--- src/rtl/hpc_pkg.sv ---
package hpc_pkg;
  localparam int GRP_W  = 2;
  localparam int ARR_W  = 2;
  localparam int TASK_W = 1;
  localparam int HOP_W  = 2;
  localparam int NUM_GROUPS       = 1 << GRP_W;
  localparam int ARRAYS_PER_GROUP = 1 << ARR_W;
  localparam int NUM_TASKS        = 1 << TASK_W;
  localparam int MAX_HOPS         = 1 << HOP_W;
  localparam int NUM_ARRAYS       = NUM_GROUPS * ARRAYS_PER_GROUP;

  typedef struct packed {
    logic             valid;
    logic             last;
    logic [GRP_W-1:0] grp;
    logic [ARR_W-1:0] arr;
  } hop_t;

  typedef struct packed {
    logic              advance;
    logic              rewind;
    logic [TASK_W-1:0] tid;
  } strobe_t;
endpackage

--- src/rtl/hpc_route_store.sv ---
module hpc_route_store
  import hpc_pkg::*;
(
  input  logic              clk,
  input  logic              rstN,
  input  logic              cfgWe,
  input  logic [TASK_W-1:0] cfgTask,
  input  logic [HOP_W-1:0]  cfgSlot,
  input  hop_t              cfgEntry,
  input  strobe_t           strobe,
  output hop_t              curEntry  [NUM_TASKS],
  output hop_t              nextEntry [NUM_TASKS]
);
  localparam logic [HOP_W-1:0] LAST_SLOT = HOP_W'(MAX_HOPS - 1);

  hop_t             routeTbl [NUM_TASKS][MAX_HOPS];
  logic [HOP_W-1:0] hopCnt   [NUM_TASKS];

  always_ff @(posedge clk) begin
    if (!rstN) begin
      for (int t = 0; t < NUM_TASKS; t++) begin
        hopCnt[t] <= '0;
        for (int h = 0; h < MAX_HOPS; h++) routeTbl[t][h] <= '0;
      end
    end else begin
      if (cfgWe) routeTbl[cfgTask][cfgSlot] <= cfgEntry;
      if (strobe.rewind)       hopCnt[strobe.tid] <= '0;
      else if (strobe.advance) hopCnt[strobe.tid] <= hopCnt[strobe.tid] + 1'b1;
    end
  end

  for (genvar t = 0; t < NUM_TASKS; t++) begin : g_view
    logic [HOP_W-1:0] nxtIdx;
    assign nxtIdx       = hopCnt[t] + 1'b1;
    assign curEntry[t]  = routeTbl[t][hopCnt[t]];
    assign nextEntry[t] = (hopCnt[t] == LAST_SLOT) ? '0 : routeTbl[t][nxtIdx];
  end


  counter_no_wrap_chk: assert property (@(posedge clk) disable iff (!rstN)
    strobe.advance |-> hopCnt[strobe.tid] != LAST_SLOT);
endmodule

--- src/rtl/hpc_path_ctrl.sv ---
module hpc_path_ctrl
  import hpc_pkg::*;
(
  input  logic                  clk,
  input  logic                  rstN,
  input  logic                  inValid,
  input  logic [TASK_W-1:0]     inTask,
  output logic                  inReady,
  input  logic                  hopValid,
  input  logic [TASK_W-1:0]     hopTask,
  output logic                  hopReady,
  input  hop_t                  curEntry  [NUM_TASKS],
  input  hop_t                  nextEntry [NUM_TASKS],
  output strobe_t               strobe,
  output logic [NUM_ARRAYS-1:0] arraySel,
  output logic [NUM_GROUPS-1:0] linkSel,
  output logic [NUM_TASKS-1:0]  doneVec,
  output logic [NUM_TASKS-1:0]  errVec
);
  logic [NUM_TASKS-1:0] busy, viaCtr;

  function automatic int flatIdx(hop_t h);
    return int'(h.grp) * ARRAYS_PER_GROUP + int'(h.arr);
  endfunction

  hop_t hopCur, hopNxt, inFirst;
  logic hopBusy, hopLast, hopErr, hopCross, hopConflict, hopFire, hopFwd;
  logic inErr, inConflict, inFire;

  // hop-complete token: finish, fail or forward
  always_comb begin
    hopCur   = curEntry[hopTask];
    hopNxt   = nextEntry[hopTask];
    hopBusy  = busy[hopTask];
    hopLast  = hopBusy && hopCur.last;
    hopErr   = !hopBusy || (!hopCur.last && !hopNxt.valid);
    hopCross = hopNxt.grp != hopCur.grp;
    hopConflict = 1'b0;
    for (int t = 0; t < NUM_TASKS; t++) begin
      if (busy[t] && TASK_W'(t) != hopTask) begin
        if (flatIdx(curEntry[t]) == flatIdx(hopNxt)) hopConflict = 1'b1;
        if (hopCross && viaCtr[t] && curEntry[t].grp == hopNxt.grp) hopConflict = 1'b1;
      end
    end
    hopReady = hopLast || hopErr || !hopConflict;
    hopFire  = hopValid && hopReady;
    hopFwd   = hopFire && !hopLast && !hopErr;
  end

  // input token: always enters its group through the central router
  always_comb begin
    inFirst    = curEntry[inTask];
    inErr      = !inFirst.valid;
    inConflict = 1'b0;
    for (int t = 0; t < NUM_TASKS; t++) begin
      if (busy[t]) begin
        if (flatIdx(curEntry[t]) == flatIdx(inFirst)) inConflict = 1'b1;
        if (viaCtr[t] && curEntry[t].grp == inFirst.grp) inConflict = 1'b1;
      end
    end
    if (hopFwd) begin
      if (flatIdx(hopNxt) == flatIdx(inFirst)) inConflict = 1'b1;
      if (hopCross && hopNxt.grp == inFirst.grp) inConflict = 1'b1;
    end
    inReady = !busy[inTask] && (inErr || !inConflict);
    inFire  = inValid && inReady;
  end

  always_comb begin
    strobe.tid     = hopTask;
    strobe.advance = hopFwd;
    strobe.rewind  = hopFire && hopBusy && (hopLast || hopErr);
  end

  always_ff @(posedge clk) begin
    if (!rstN) begin
      busy    <= '0;
      viaCtr  <= '0;
      doneVec <= '0;
      errVec  <= '0;
    end else begin
      doneVec <= '0;
      errVec  <= '0;
      if (hopFire) begin
        if (!hopBusy) begin
          errVec[hopTask] <= 1'b1;
        end else if (hopLast) begin
          busy[hopTask]    <= 1'b0;
          doneVec[hopTask] <= 1'b1;
        end else if (hopErr) begin
          busy[hopTask]   <= 1'b0;
          errVec[hopTask] <= 1'b1;
        end else begin
          viaCtr[hopTask] <= hopCross;
        end
      end
      if (inFire) begin
        if (inErr) begin
          errVec[inTask] <= 1'b1;
        end else begin
          busy[inTask]   <= 1'b1;
          viaCtr[inTask] <= 1'b1;
        end
      end
    end
  end

  // switch selects from the claims of running tasks
  always_comb begin
    arraySel = '0;
    linkSel  = '0;
    for (int t = 0; t < NUM_TASKS; t++) begin
      if (busy[t]) begin
        arraySel[flatIdx(curEntry[t])] = 1'b1;
        if (viaCtr[t]) linkSel[curEntry[t].grp] = 1'b1;
      end
    end
  end

  logic dupArray, dupLink;
  always_comb begin
    dupArray = 1'b0;
    dupLink  = 1'b0;
    for (int a = 0; a < NUM_TASKS; a++)
      for (int b = a + 1; b < NUM_TASKS; b++)
        if (busy[a] && busy[b]) begin
          if (flatIdx(curEntry[a]) == flatIdx(curEntry[b])) dupArray = 1'b1;
          if (viaCtr[a] && viaCtr[b] && curEntry[a].grp == curEntry[b].grp) dupLink = 1'b1;
        end
  end


  no_shared_array_chk: assert property (@(posedge clk) disable iff (!rstN) !dupArray);

  no_shared_link_chk: assert property (@(posedge clk) disable iff (!rstN) !dupLink);

  done_after_hop_chk: assert property (@(posedge clk) disable iff (!rstN)
    (|doneVec) |-> $past(hopValid && hopReady));

  err_after_token_chk: assert property (@(posedge clk) disable iff (!rstN)
    (|errVec) |-> $past((hopValid && hopReady) || (inValid && inReady)));

  for (genvar g = 0; g < NUM_GROUPS; g++) begin : g_linkchk
    link_has_array_chk: assert property (@(posedge clk) disable iff (!rstN)
      linkSel[g] |-> (|arraySel[g*ARRAYS_PER_GROUP +: ARRAYS_PER_GROUP]));
  end
endmodule

--- src/rtl/hpc_path_top.sv ---
module hpc_path_top
  import hpc_pkg::*;
(
  input  logic                  clk,
  input  logic                  rstN,
  input  logic                  cfgWe,
  input  logic [TASK_W-1:0]     cfgTask,
  input  logic [HOP_W-1:0]      cfgSlot,
  input  logic                  cfgValid,
  input  logic                  cfgLast,
  input  logic [GRP_W-1:0]      cfgGroup,
  input  logic [ARR_W-1:0]      cfgArray,
  input  logic                  inValid,
  input  logic [TASK_W-1:0]     inTask,
  output logic                  inReady,
  input  logic                  hopValid,
  input  logic [TASK_W-1:0]     hopTask,
  output logic                  hopReady,
  output logic [NUM_ARRAYS-1:0] arraySel,
  output logic [NUM_GROUPS-1:0] linkSel,
  output logic [NUM_TASKS-1:0]  doneVec,
  output logic [NUM_TASKS-1:0]  errVec
);
  hop_t    cfgEntry;
  hop_t    curEntry  [NUM_TASKS];
  hop_t    nextEntry [NUM_TASKS];
  strobe_t strobe;

  assign cfgEntry = '{valid: cfgValid, last: cfgLast, grp: cfgGroup, arr: cfgArray};

  hpc_route_store u_store (
    .clk(clk), .rstN(rstN), .cfgWe(cfgWe), .cfgTask(cfgTask), .cfgSlot(cfgSlot),
    .cfgEntry(cfgEntry), .strobe(strobe), .curEntry(curEntry), .nextEntry(nextEntry)
  );

  hpc_path_ctrl u_ctrl (
    .clk(clk), .rstN(rstN), .inValid(inValid), .inTask(inTask), .inReady(inReady),
    .hopValid(hopValid), .hopTask(hopTask), .hopReady(hopReady),
    .curEntry(curEntry), .nextEntry(nextEntry), .strobe(strobe),
    .arraySel(arraySel), .linkSel(linkSel), .doneVec(doneVec), .errVec(errVec)
  );
endmodule

--- config.mk ---
export PLATFORM = sky130hd
export DESIGN_NAME = hpc_path_top
export DESIGN_NICKNAME = d
export VERILOG_FILES = /design/src/rtl/hpc_pkg.sv /design/src/rtl/hpc_route_store.sv /design/src/rtl/hpc_path_ctrl.sv /design/src/rtl/hpc_path_top.sv
export SDC_FILE = /design/constraint.sdc
export NUM_CORES = 1
export LEC_CHECK = 0
export ABC_AREA = 1
export BUFFER_PORTS_ARGS = -buffer_cell sky130_fd_sc_hd__clkbuf_2
export CORE_MARGIN = 3
export CORE_UTILIZATION = 35
export CTS_CLUSTER_DIAMETER = 40
export DETAILED_ROUTE_END_ITERATION = 7
export HOLD_SLACK_MARGIN = 0.06
export PLACE_DENSITY = 0.58
export SLEW_MARGIN = 25
export SYNTH_ARGS = -nofsm -noshare
export SYNTH_HDL_FRONTEND = slang
export SYNTH_HIERARCHICAL = 1
export SYNTH_SLANG_ARGS = --single-unit
--- constraint.sdc ---
create_clock -name clk -period 5.8 [get_ports clk]
set_input_delay 0.87 -clock clk [delete_from_list [all_inputs] [get_ports clk]]
set_output_delay 0.87 -clock clk [all_outputs]
set_load 0.02 [all_outputs]
**After elaboration in Yosys (flattened, before gate mapping)**

Memory sizes are Yosys's and may differ from the RTL's.
Index checks and enable logic that the tools add are counted.

- Register bits: 8
- Output and inout bits: 26
- Memories: 2
- Bits of input ports: 16
- Logic and storage cells: 205
- RAM bits: 52

- Multiplexer cells: 102
- Add/subtract/negate cells: 7
- Order comparisons: 20
- Reductions and logical operators: 41
- Equal/unequal tests: 13
- Bitwise logic cells: 16

Memory list:

| memory | depth | bits a word | rd ports | clocked after memory_dff | wr ports | RTL line | source |
|---|---|---|---|---|---|---|---|
| u_store.routeTbl | 2 | 24 | 2 | 0 | 2 | hpc_route_store.sv:16 | `hop_t routeTbl [NUM_TASKS][MAX_HOPS];` |
| u_store.hopCnt | 2 | 2 | 3 | 0 | 2 | hpc_route_store.sv:17 | `logic [HOP_W-1:0] hopCnt [NUM_TASKS];` |

Operators with widths:

| kind | count |
|---|---|
| == test 32 bit | 5 |
| two-way mux 6 bit | 17 |
| two-way mux 24 bit | 3 |
| greater-or-equal comparator 32 x 1 -> 1 bit (second input constant) | 2 |
| less-than comparator 32 x 6 -> 1 bit (second input constant) | 2 |
| binary-select mux 6 bit (select 2 bit) | 4 |
| two-way mux 2 bit | 23 |
| two-way mux 1 bit | 38 |
| two-way mux 16 bit | 2 |
| logical AND 1 bit | 25 |
| OR reduction 24 bit | 1 |
| adder 4 x 2 -> 5 bit | 4 |
| two-way mux 4 bit | 4 |
| OR 16 bit | 1 |
| greater-or-equal comparator 3 bit (second input constant) | 5 |
| two-way mux 5 bit | 3 |
| NOT 2 -> 3 bit | 5 |
| demux 6 bit (select 2 bit) | 1 |
| == test 2 bit | 5 |
| zero test 1 bit | 9 |
| demux 1 bit (select 4 bit) | 2 |
| adder 2 x 1 -> 2 bit (second input constant) | 3 |
| less-than comparator 2 x 3 -> 1 bit (second input constant) | 2 |
| OR 2 bit | 3 |
| 19 further kinds | 30 |

**Longest topological paths before layout**

An unclocked memory read counts as a cell.

- Word-level depth: 30
- Gate-level depth with buffers: 23
- Gate-level depth less buffers: 21

**Modules after synthesis**

The synthesis kept the hierarchy.

Modules (own cells, without submodules):

| module | sequential area each (um2) | cells an instance | area an instance (um2) | times used |
|---|---|---|---|---|
| hpc_route_store | 1,561.5 | 318 | 2,746.4 | 1 |
| hpc_path_ctrl | 160.2 | 312 | 1,517.7 | 1 |

**Worst setup path before layout**

Ideal clock, no wire load.

- Kind: register -> output
- Start point: memory u_store.hopCnt[0][1]
- End point: output inReady
- Path buffers: 0
- Data required time: 4.930 ns
- Arrival: 2.291 ns
- Slack: 2.639 ns
- Cell stages (with the launch flop): 18
- Cell sequence: edfxtp_1 > clkinv_1 > o21ai_0 > o21ai_0 > inv_1 > o21ai_1 > nand2_1 > nand2_1 > nand2_2 > nand2_1 > nand2_1 > nand2_2 > nand2_1 > clkinv_1 > nand4_1 > nand3_2 > nand2_1 > inv_1

RTL lines:

| what | RTL line | source |
|---|---|---|
| from (decl) | hpc_route_store.sv:17 |  |
| to (decl) | hpc_path_top.sv:15 | `output logic inReady,` |

==> flow_metrics.tcl <==
set metrics [dict create \
    max-clock-path-buffers 2 \
    clk_latency_ns 0.33 \
    timing.setup.critical_path_class "flop to primary output" \
    crit_chain "inv_2, o21ai_0, o21ai_0, inv_1, nand2_1, nand2_1, nand2_1, nand2_1, inv_1, nand2_2, nand2_1, nand2_1, nand2_2, nand4_2, nand2_1, nand3_2, nand2_1, inv_1, clkbuf_2" \
    grt_antenna_before_repair 0 \
    grt_start_max_net_pins 31 \
    cts_root_buf "sky130_fd_sc_hd__clkbuf_16" \
    tritoncts.num_buffers 9 \
    min_path_cells 2 \
    floorplan.initialDensity 0.363 \
    fin_ws_ns 1.29 \
    fmax_mhz 222 \
    critical_path_cell_count 19 \
    gp_routability_congestion 0.902 \
    detailed_place_hpwl_um 8670 \
    final_skew_ns 0.00606 \
    timing.setup.tns_ns 0 \
    drc_errors 0 \
    area_occupied_by_registers_sq_um 1720 \
    path_max_fanout 30 \
    worst_ir_drop_vdd_uv 223 \
    fp.dieH_um 116 \
    drt_first_iter_violations 389 \
    final_layout_size_suffix_gt1_frac 0.111 \
    power.static_leakage_uw 0.00218 \
    timing.reg2reg.worst_path_depth 19 \
    critical_path_arrival_ns 3.64 \
    drt.antenna.violating_nets 0 \
    io_buffer_count 41 \
    layout.cells.non_filler 790 \
    wl_um 11400 \
    post-route-min-period_ns 4.51 \
    core_sq_um 11600 \
    multiInputGateArea_sq_um 2070 \
    r2r-start "u_store/hopCnt[0][0]$_SDFFCE_PN0P_" \
    h-tree-depth 3 \
    final_net_count 661 \
    final_period_util 0.777 \
    run_status "finished, final reports clean" \
    avgSynthCellArea_sq_um 6.82 \
    pin_count 42 \
    die_x_um 116 \
    first_pass_grt_wire_length_um 18700 \
    setup_viol 0 \
    dp_slack_ns 1.67 \
    synth.yosys.warnings 6 \
    hold_violations 0 \
    path_buf_inv 5 \
    cts.sinks 60 \
    cts_tree "done" \
    unrepaired_setup_endpoints_after_global_routing "false" \
    cp_slowest_cell "sky130_fd_sc_hd__edfxtp_1" \
    num_antenna_cells 0 \
    routed_wire_per_std_cell_um 14.4 \
    vias_per_cell 5.15 \
    post-place-cells 775 \
    num_rows 39 \
    path_delay_family "simple AND/OR/NAND/NOR gates" \
    cts_hold_buf 0 \
    cap_viol_max_count 0 \
    grt-ovfl-total 0 \
    die-area_sq_um 13400 \
    postSynthNetCount 634 \
    fillerInstances 1187 \
    holdCritPathClass "flop to flop" \
    path_common_cell "sky130_fd_sc_hd__nand2_1" \
    critPathLaunch "u_store/hopCnt[0][0]$_SDFFCE_PN0P_" \
    area_delta_synth_final_pct 12.1 \
    max_slew_margin 0.357 \
    finalMaxSlewViolations 0 \
    ctsResizeCount 0 \
    clk_pin_slew_ns 0.05 \
    timing_worst_slew_pin_value_ns 0.957 \
    via_count 4071 \
    first_global_vias 3707 \
    setup.worst_path.start_class "flop" \
    post_synth_inst_count 616 \
    post_cts_buffers 0 \
    cellPowerDensity_nw_per_um2 254 \
    whs_ns 0.576 \
    drt_first_pass_iters 5 \
    crit_required_ns 4.93 \
    endpoint_kind "primary output" \
    grt_usage 0.179 \
    critical_path.max_stage_delay_ns 0.72 \
    post_synth_instance_area_sq_um 4200 \
    hold_path_startpoint "u_ctrl/busy[0]$_SDFF_PN0_" \
]
-- worst register-to-register path: stages (launching register included) --
cell	delay (ns)
sky130_fd_sc_hd__edfxtp_1	0.72
sky130_fd_sc_hd__inv_2	0.36
sky130_fd_sc_hd__o21ai_0	0.11
sky130_fd_sc_hd__o21ai_0	0.65
sky130_fd_sc_hd__inv_1	0.26
sky130_fd_sc_hd__nand2_1	0.12
sky130_fd_sc_hd__nand2_1	0.05
sky130_fd_sc_hd__nand2_1	0.05
sky130_fd_sc_hd__nand2_1	0.05
sky130_fd_sc_hd__inv_1	0.06
sky130_fd_sc_hd__nand2_2	0.07
sky130_fd_sc_hd__nand2_1	0.06
sky130_fd_sc_hd__nand2_1	0.06
sky130_fd_sc_hd__nand2_2	0.07
sky130_fd_sc_hd__nand4_2	0.14
sky130_fd_sc_hd__inv_1	0.15
sky130_fd_sc_hd__nand2_1	0.08
sky130_fd_sc_hd__nand2_1	0.13
sky130_fd_sc_hd__nand2_1	0.10
sky130_fd_sc_hd__nand2_1	0.13
-- flip-flops by register name, indices dropped and copies added, names as in the netlist --
name              cells
u_store/routeTbl     48
u_store/hopCnt        4
u_ctrl/busy           2
u_ctrl/doneVec        2
u_ctrl/errVec         2
u_ctrl/viaCtr         2
-- path summary, 6_finish.rpt --
kind,end,slack (ns)
max,inReady,1.29
max reg2reg,u_store/hopCnt[1][1]$_SDFFCE_PN0P_,2.08
min,u_ctrl/busy[0]$_SDFF_PN0_,0.58
min reg2reg,u_ctrl/busy[0]$_SDFF_PN0_,0.58
-- final cells by class --
class,instances,share of cell area
inverter,70,0.0563
multi-input combinational,459,0.439
tap,143,0.0380
clock buffer,9,0.0478
clock inverter,6,0.00691
timing repair buffer,43,0.0467
sequential,60,0.365
-- where the power goes --
| part | internal (uW) | switching [uW] |
|---|---|---|
| sequential | 499 | 19.8 |
| combinational | 63.4 | 156 |
| clock | 281 | 176 |
-- routing by layer --
metal / global-route usage / vias to the layer above / wire, um
met5: 0 / - / 0
met4: 0.0728 / 0 / 210
met3: 0.0292 / 16 / 762
met2: 0.283 / 162 / 5180
met1: 0.246 / 1827 / 5200
li1: - / 2066 / -
-- placed cells by master (no fill, tap or decap), drive strengths merged --
cell type,n
nand3,25
edfxtp,52
clkinvlp,2
ha,2
dfxtp,8
nand2,225
a32o,4
buf,2
and2,1
nor2,72
nor3b,2
nor3,6
inv,68
o21ai,61
a21oi,35
nand4,10
o22ai,1
xor2,1
o211ai,10
o31ai,4
clkinv,6
clkbuf,50
-- per-stage QoR --
stage | util | power, uW | cell area, sq um
2_1_floorplan | - | 684 | 4200
3_3_place_gp | 0.384 | 741 | 4440
3_5_place_dp | 0.384 | 742 | 4440
4_1_cts | 0.406 | 1200 | 4700
5_1_grt | 0.407 | 1260 | 4710
6_report | 0.407 | 1200 | 4710
Note: power is estimated with default switching activity, not from simulation.
